File: src/rtl/wrst_pkg.sv
package wrst_pkg;
  typedef enum logic [2:0] {
    ST_IDLE,
    ST_WAIT_ACK,
    ST_WARM,
    ST_COLD,
    ST_STRETCH
  } seq_state_e;
endpackage

File: src/rtl/wrst_timeout.sv
module wrst_timeout #(
  parameter int BASE_TICKS = 16
) (
  input  logic       clk_i,
  input  logic       rst_ni,
  input  logic       clr_i,
  input  logic       tick_i,
  input  logic [1:0] sel_i,
  output logic       expired_o
);
  localparam int MaxTicks = BASE_TICKS * 4;
  localparam int TW       = $clog2(MaxTicks + 1);

  logic [TW-1:0] cnt_q, limit;

  // sel 0 disables the timeout; otherwise the limit doubles per step
  always_comb begin
    if (sel_i == 2'd0) limit = '0;
    else               limit = TW'(BASE_TICKS) << (sel_i - 2'd1);
  end

  assign expired_o = (limit != '0) && (cnt_q >= limit);

  always_ff @(posedge clk_i or negedge rst_ni) begin
    if (!rst_ni)                    cnt_q <= '0;
    else if (clr_i)                 cnt_q <= '0;
    else if (tick_i && !expired_o)  cnt_q <= cnt_q + TW'(1);
  end

  a_r6_hold_without_tick: assert property (@(posedge clk_i) disable iff (!rst_ni)
    (!clr_i && !tick_i) |=> $stable(cnt_q));
endmodule

File: src/rtl/wrst_cnt.sv
module wrst_cnt #(
  parameter int W = 9
) (
  input  logic         clk_i,
  input  logic         rst_ni,
  input  logic         load_i,
  input  logic [W-1:0] load_val_i,
  output logic         zero_o
);
  logic [W-1:0] cnt_q;

  always_ff @(posedge clk_i or negedge rst_ni) begin
    if (!rst_ni)             cnt_q <= '0;
    else if (load_i)         cnt_q <= load_val_i;
    else if (cnt_q != '0)    cnt_q <= cnt_q - W'(1);
  end

  assign zero_o = (cnt_q == '0);
endmodule

File: src/rtl/wrst_seq.sv
module wrst_seq
  import wrst_pkg::*;
#(
  parameter int ASSERT_CYCLES = 4,
  parameter int UNIT_CYCLES   = 88,
  parameter int BASE_TICKS    = 16
) (
  input  logic       clk_i,
  input  logic       rst_ni,
  input  logic       warm_req_i,
  input  logic       warm_en_i,
  input  logic [1:0] bypass_sel_i,
  input  logic [1:0] stretch_sel_i,
  input  logic       slow_tick_i,
  input  logic       mem_ack_i,
  output logic       mem_req_o,
  output logic       warm_rst_o,
  output logic       cold_rst_o,
  output logic       dom_rst_o,
  output logic       last_cold_o
);
  localparam int MaxLen = (ASSERT_CYCLES > 4 * UNIT_CYCLES) ? ASSERT_CYCLES : 4 * UNIT_CYCLES;
  localparam int CW     = $clog2(MaxLen + 1);

  seq_state_e    state_q, state_d;
  logic [1:0]    byp_q, str_q;
  logic          cold_q, last_cold_q;
  logic          cnt_load, cnt_zero, expired;
  logic [CW-1:0] cnt_val, assert_len, stretch_len;

  assign assert_len  = CW'(ASSERT_CYCLES - 1);
  assign stretch_len = (CW'(str_q) + CW'(1)) * CW'(UNIT_CYCLES) - CW'(1);

  wrst_timeout #(.BASE_TICKS(BASE_TICKS)) u_timeout (
    .clk_i    (clk_i),
    .rst_ni   (rst_ni),
    .clr_i    (state_q != ST_WAIT_ACK),
    .tick_i   (slow_tick_i),
    .sel_i    (byp_q),
    .expired_o(expired)
  );

  wrst_cnt #(.W(CW)) u_cnt (
    .clk_i     (clk_i),
    .rst_ni    (rst_ni),
    .load_i    (cnt_load),
    .load_val_i(cnt_val),
    .zero_o    (cnt_zero)
  );

  always_comb begin
    state_d  = state_q;
    cnt_load = 1'b0;
    cnt_val  = assert_len;
    unique case (state_q)
      ST_IDLE: if (warm_req_i) begin
        if (warm_en_i) state_d = ST_WAIT_ACK;
        else begin
          state_d  = ST_COLD;
          cnt_load = 1'b1;
        end
      end
      ST_WAIT_ACK: begin
        // acknowledge wins over a timeout in the same cycle
        if (mem_ack_i) begin
          state_d  = ST_WARM;
          cnt_load = 1'b1;
        end else if (expired) begin
          state_d  = ST_COLD;
          cnt_load = 1'b1;
        end
      end
      ST_WARM, ST_COLD: if (cnt_zero) begin
        state_d  = ST_STRETCH;
        cnt_load = 1'b1;
        cnt_val  = stretch_len;
      end
      ST_STRETCH: if (cnt_zero) state_d = ST_IDLE;
      default: state_d = ST_IDLE;
    endcase
  end

  always_ff @(posedge clk_i or negedge rst_ni) begin
    if (!rst_ni) begin
      state_q     <= ST_IDLE;
      byp_q       <= '0;
      str_q       <= '0;
      cold_q      <= 1'b0;
      last_cold_q <= 1'b0;
    end else begin
      state_q <= state_d;
      if (state_q == ST_IDLE && warm_req_i) begin
        byp_q <= bypass_sel_i;
        str_q <= stretch_sel_i;
      end
      if (state_d == ST_COLD && state_q != ST_COLD) cold_q <= 1'b1;
      if (state_d == ST_WARM && state_q != ST_WARM) cold_q <= 1'b0;
      if (state_q == ST_STRETCH && cnt_zero) last_cold_q <= cold_q;
    end
  end

  assign mem_req_o   = (state_q == ST_WAIT_ACK);
  assign warm_rst_o  = (state_q == ST_WARM);
  assign cold_rst_o  = (state_q == ST_COLD);
  assign dom_rst_o   = (state_q == ST_STRETCH);
  assign last_cold_o = last_cold_q;

  a_r7_exclusive: assert property (@(posedge clk_i) disable iff (!rst_ni)
    !(warm_rst_o && cold_rst_o));
  a_r2_disabled_cold: assert property (@(posedge clk_i) disable iff (!rst_ni)
    (!mem_req_o && !warm_rst_o && !cold_rst_o && !dom_rst_o && warm_req_i && !warm_en_i)
    |=> (cold_rst_o && !mem_req_o));
  a_r3_ack_warm: assert property (@(posedge clk_i) disable iff (!rst_ni)
    (mem_req_o && mem_ack_i) |=> warm_rst_o);
  a_r4_timeout_cold: assert property (@(posedge clk_i) disable iff (!rst_ni)
    (mem_req_o && !mem_ack_i && expired) |=> cold_rst_o);
  a_r8_dom_follows: assert property (@(posedge clk_i) disable iff (!rst_ni)
    $rose(dom_rst_o) |-> $past(warm_rst_o || cold_rst_o));
  a_r10_status_at_end: assert property (@(posedge clk_i) disable iff (!rst_ni)
    !dom_rst_o |=> $stable(last_cold_o));
endmodule

File: config.mk
export PLATFORM = sky130hd
export DESIGN_NAME = wrst_seq
export DESIGN_NICKNAME = d
export VERILOG_FILES = /design/src/rtl/wrst_pkg.sv /design/src/rtl/wrst_timeout.sv /design/src/rtl/wrst_cnt.sv /design/src/rtl/wrst_seq.sv
export SDC_FILE = /design/constraint.sdc
export NUM_CORES = 1
export LEC_CHECK = 0
export ABC_CLOCK_PERIOD_IN_PS = 2300
export BUFFER_PORTS_ARGS = -buffer_cell sky130_fd_sc_hd__clkbuf_2
export CORE_ASPECT_RATIO = 0.6
export CORE_MARGIN = 4
export CORE_UTILIZATION = 42
export DETAILED_ROUTE_END_ITERATION = 12
export GPL_ROUTABILITY_DRIVEN = 0
export GPL_TIMING_DRIVEN = 0
export PLACE_DENSITY = 0.7
export SETUP_SLACK_MARGIN = 0.15
export SKIP_LAST_GASP = 1
export SYNTH_ARGS = -nofsm -noshare
export SYNTH_HDL_FRONTEND = slang
export SYNTH_SLANG_ARGS = --single-unit
File: constraint.sdc
create_clock -name clk_i -period 2.3 [get_ports clk_i]
set_input_delay 0.46 -clock clk_i [delete_from_list [all_inputs] [get_ports clk_i]]
set_output_delay 0.46 -clock clk_i [all_outputs]
set_load 0.02 [all_outputs]
==> impl_metrics.csv <==
group,metric,value,unit
status,status,"finished clean",
global_route,overflow,0,
sta,fmax,480,MHz
clock_network,cts_tree,"yes",
sta,finClkSkew,0.0119,ns
finish,seqCellArea,627,µm²
floorplan,coreArea,0.00326,mm²
finish,multi_input_area,767,µm²
route,routed_via_density,5.49,
route,drt_pass1_iterations,4,
floorplan,die_area,0.00445,mm²
power_and_ir_drop,swShare,24.6,%
global_route,antenna_found_initial,0,
logic_synthesis,yosysWarnings,0,
route,routedWlPerCell,14.9,µm
power_and_ir_drop,p_comb_share,7.4,%
floorplan,ios,15,
logic_synthesis,seq_area_frac_synth,43.5,%
route,wl,3170,µm
logic_synthesis,netlist_area,0.00144,mm²
logic_synthesis,synth_common_cells,"dfrtp_1 (25), o21ai_0 (16), inv_1 (11), nand3_1 (10)",
power_and_ir_drop,pwr-share-seq,57.2,%
power_and_ir_drop,peakVddDrop,0.000217,V
logic_synthesis,synth_fp_nets,168,
min_path,hold_class,"in2async",
power_and_ir_drop,power,0.784,mW
sta,fin_crit_sh,90.6,%
logic_synthesis,synth_compound_area_share,13.8,%
route,vias,1169,
logic_synthesis,synth_simple_gate_area_share,23.3,%
clock_network,cts_buffer_depth,2,
power_and_ir_drop,powerDensity,476,mW/mm²
power_and_ir_drop,clockPowerShare,35.4,%
clock_network,cts_buffers,3,
clock_network,h-tree-depth,1,
power_and_ir_drop,leakage,0.733,nW
placed_design,dp_cells,208,
route,drcViolationCount,0,
logic_synthesis,synthAdderAreaFrac,7.83,%
finish,nNetsFinal,188,
clock_network,insertion_delay,0.28,ns
power_and_ir_drop,switchingPower,0.193,mW
floorplan,rows,16,
clock_network,clkTransAtPathRegs,0.10,ns
sta,setup_ws,0.217,ns
placed_design,place_ws,0.169,ns
sta,finalHoldViolations,0,
finish,fillCellCount,308,
sta,worstMarginPinSlew,0.625,ns
clock_network,clkSinkCount,25,
sta,slew_headroom,58.3,%
sta,fin_crit,2.08,ns
clock_network,cts_hold_buf,0,
setup_path,path_class,"reg2out",
sta,rsz0062_at_grt,"no",
logic_synthesis,synth.top_cell.area_share,43.5,%
global_route,first_global_vias,1201,
logic_synthesis,synth_top_family_by_area,"simple AND/OR/NAND/NOR gates",
global_route,grt_max_degree,26,
logic_synthesis,synth-xor-area-share,4.26,%
sta,fin_setup_tns,0,ns
logic_synthesis,synth_edf_count,0,
setup_path,cp.arrival,1.62,ns
logic_synthesis,synth_cells,149,
setup_path,worstPathMaxFanout,9,
flow_run,maxCapViolations,0,
finish,antenna_cells,0,
logic_synthesis,synth_area_leaders,"dfrtp_1 (44%), ha_1 (7.8%), o21ai_0 (5.6%), nand3_1 (3.5%), or3_1 (3.0%)",
logic_synthesis,synth.distinct_cells,37,
floorplan,initial_core_util,44.1,%
finish,drive_above_1_share,21.4,%
logic_synthesis,syn_area_per_cell,9.65,µm²
clock_network,root_buffer,"clkbuf_8",
placed_design,post-dp-hpwl,2390,µm
floorplan,die_h,53.3,µm
setup_path,cp.required,1.84,ns
power_and_ir_drop,internal_power,0.591,mW
global_route,grt_usage,15.5,%
sta,finalMaxSlewViolations,0,
logic_synthesis,synth-async-reset-ratio,100,%
logic_synthesis,yosysMostFrequentCell,"dfrtp_1",
logic_synthesis,yosys-mux-area-fraction,3.05,%
setup_path,startpoint_type,"register",
route,drt_iter0_markers,54,
placed_design,numPortBuffers,14,
sta,timing.final.setup_violations,0,
floorplan,die_x,83.5,µm
setup_path,worstSetupEndpointType,"primary output",
global_route,grt_pass1_wl,5400,µm
logic_synthesis,synth_flop_cell,"dfrtp_1",
logic_synthesis,ys_ff_latch,25,
route,ant_nets,0,
finish,instances_no_fill,213,
logic_synthesis,yosysTopAreaCell,"dfrtp_1",
finish,area_growth_syn_to_layout,14.7,%
[worst paths after layout]
| check | startpoint | to | slack, ns | cells after the start |
|---|---|---|---|---|
| worst max-delay path | state_q[0] | mem_req_o | 0.22 | 5 |
| worst min-delay path | rst_ni | u_cnt.cnt_q[0] | 0.17 | 1 |
| worst max register to register | u_cnt.cnt_q[2] | last_cold_o | 0.28 | 4 |
| worst min register to register | last_cold_o | last_cold_o | 0.53 | 1 |
| max in group asynchronous | rst_ni | state_q[1] | 1.69 | 1 |
| min in group clk_i | stretch_sel_i[0] | str_q[0] | 0.39 | 3 |
[cell families after synthesis]
logic type	after synthesis
and+or+nand+nor	55
adders and majority gates	9
AOI/OAI and AO/OA	34
buffers and inverters	15
xor gates and xnor gates	7
muxes	4
DFF	25
[layer usage]
metal	vias to the layer above	global-route usage (%)	part of all wire, %
met5	-	0	0
met4	0	2.41	0.063
met3	2	4.51	5.5
met2	40	28.9	47
met1	565	18.5	47
li1	562	-	-
[layout by cell type, fill, tap and decap left out, types with 3 or more instances in the layout]
| cell | instances |
|---|---|
| a21o_1 | 3 |
| xnor2_1 | 5 |
| nor2_1 | 6 |
| nand2_1 | 9 |
| clkbuf_2 | 14 |
| nand3_1 | 10 |
| ha_1 | 9 |
| nand2b_1 | 6 |
| or3_1 | 7 |
| dfrtp_1 | 24 |
| mux2_2 | 3 |
| nor3b_1 | 3 |
| inv_1 | 10 |
| o21ai_0 | 15 |
| clkbuf_8 | 3 |
| a21oi_1 | 7 |
[worst max-delay path: stages, from the launching register on]
cell and delay (ns):
dfrtp_1 0.34, buf_4 0.15, or3b_2 0.46, buf_6 0.16
inv_2 0.07, clkbuf_4 0.16
[what timing repair did]
item,in CTS,in global routing
setup buffers,0,1
endpoints found under the setup margin,1,15
resized for setup,3,9
[area by class of cell]
class,instances,share of cell area (%)
multi-input cells,109,46.5
inverters,11,2.50
repair buffers,15,4.86
clock inverters,1,0.455
clock buffers,3,2.50
plain buffers,4,1.75
flip-flops and latches,25,38.0
well taps,45,3.41
[stage by stage]
step,cell area (µm²),hold WS (ns),util [%]
floorplan,1440,0.164,-
global placement,1560,0.488,47.9
detailed placement,1560,0.507,47.9
CTS,1620,0.202,49.7
global route,1650,0.234,50.5
finish,1650,0.175,50.5
[power by group through the flow]
stage | clock (mW) | sequential [mW] | combinational, mW
final | 0.278 | 0.449 | 0.0581
after global routing | 0.298 | 0.450 | 0.0663
after CTS | 0.280 | 0.449 | 0.0559
after detailed placement | 0 | 0.457 | 0.0552
after global placement | 0 | 0.457 | 0.0521
after floorplan | 0 | 0.456 | 0.0297
[flip-flops by register name, indices dropped and copies added, names as in the netlist]
| name | flops |
|---|---|
| cold_q | 1 |
| byp_q | 2 |
| str_q | 2 |
| u_timeout.cnt_q | 7 |
| last_cold_o | 1 |
| state_q | 3 |
| u_cnt.cnt_q | 9 |
No activity file was read; power rests on OpenSTA's default activity.
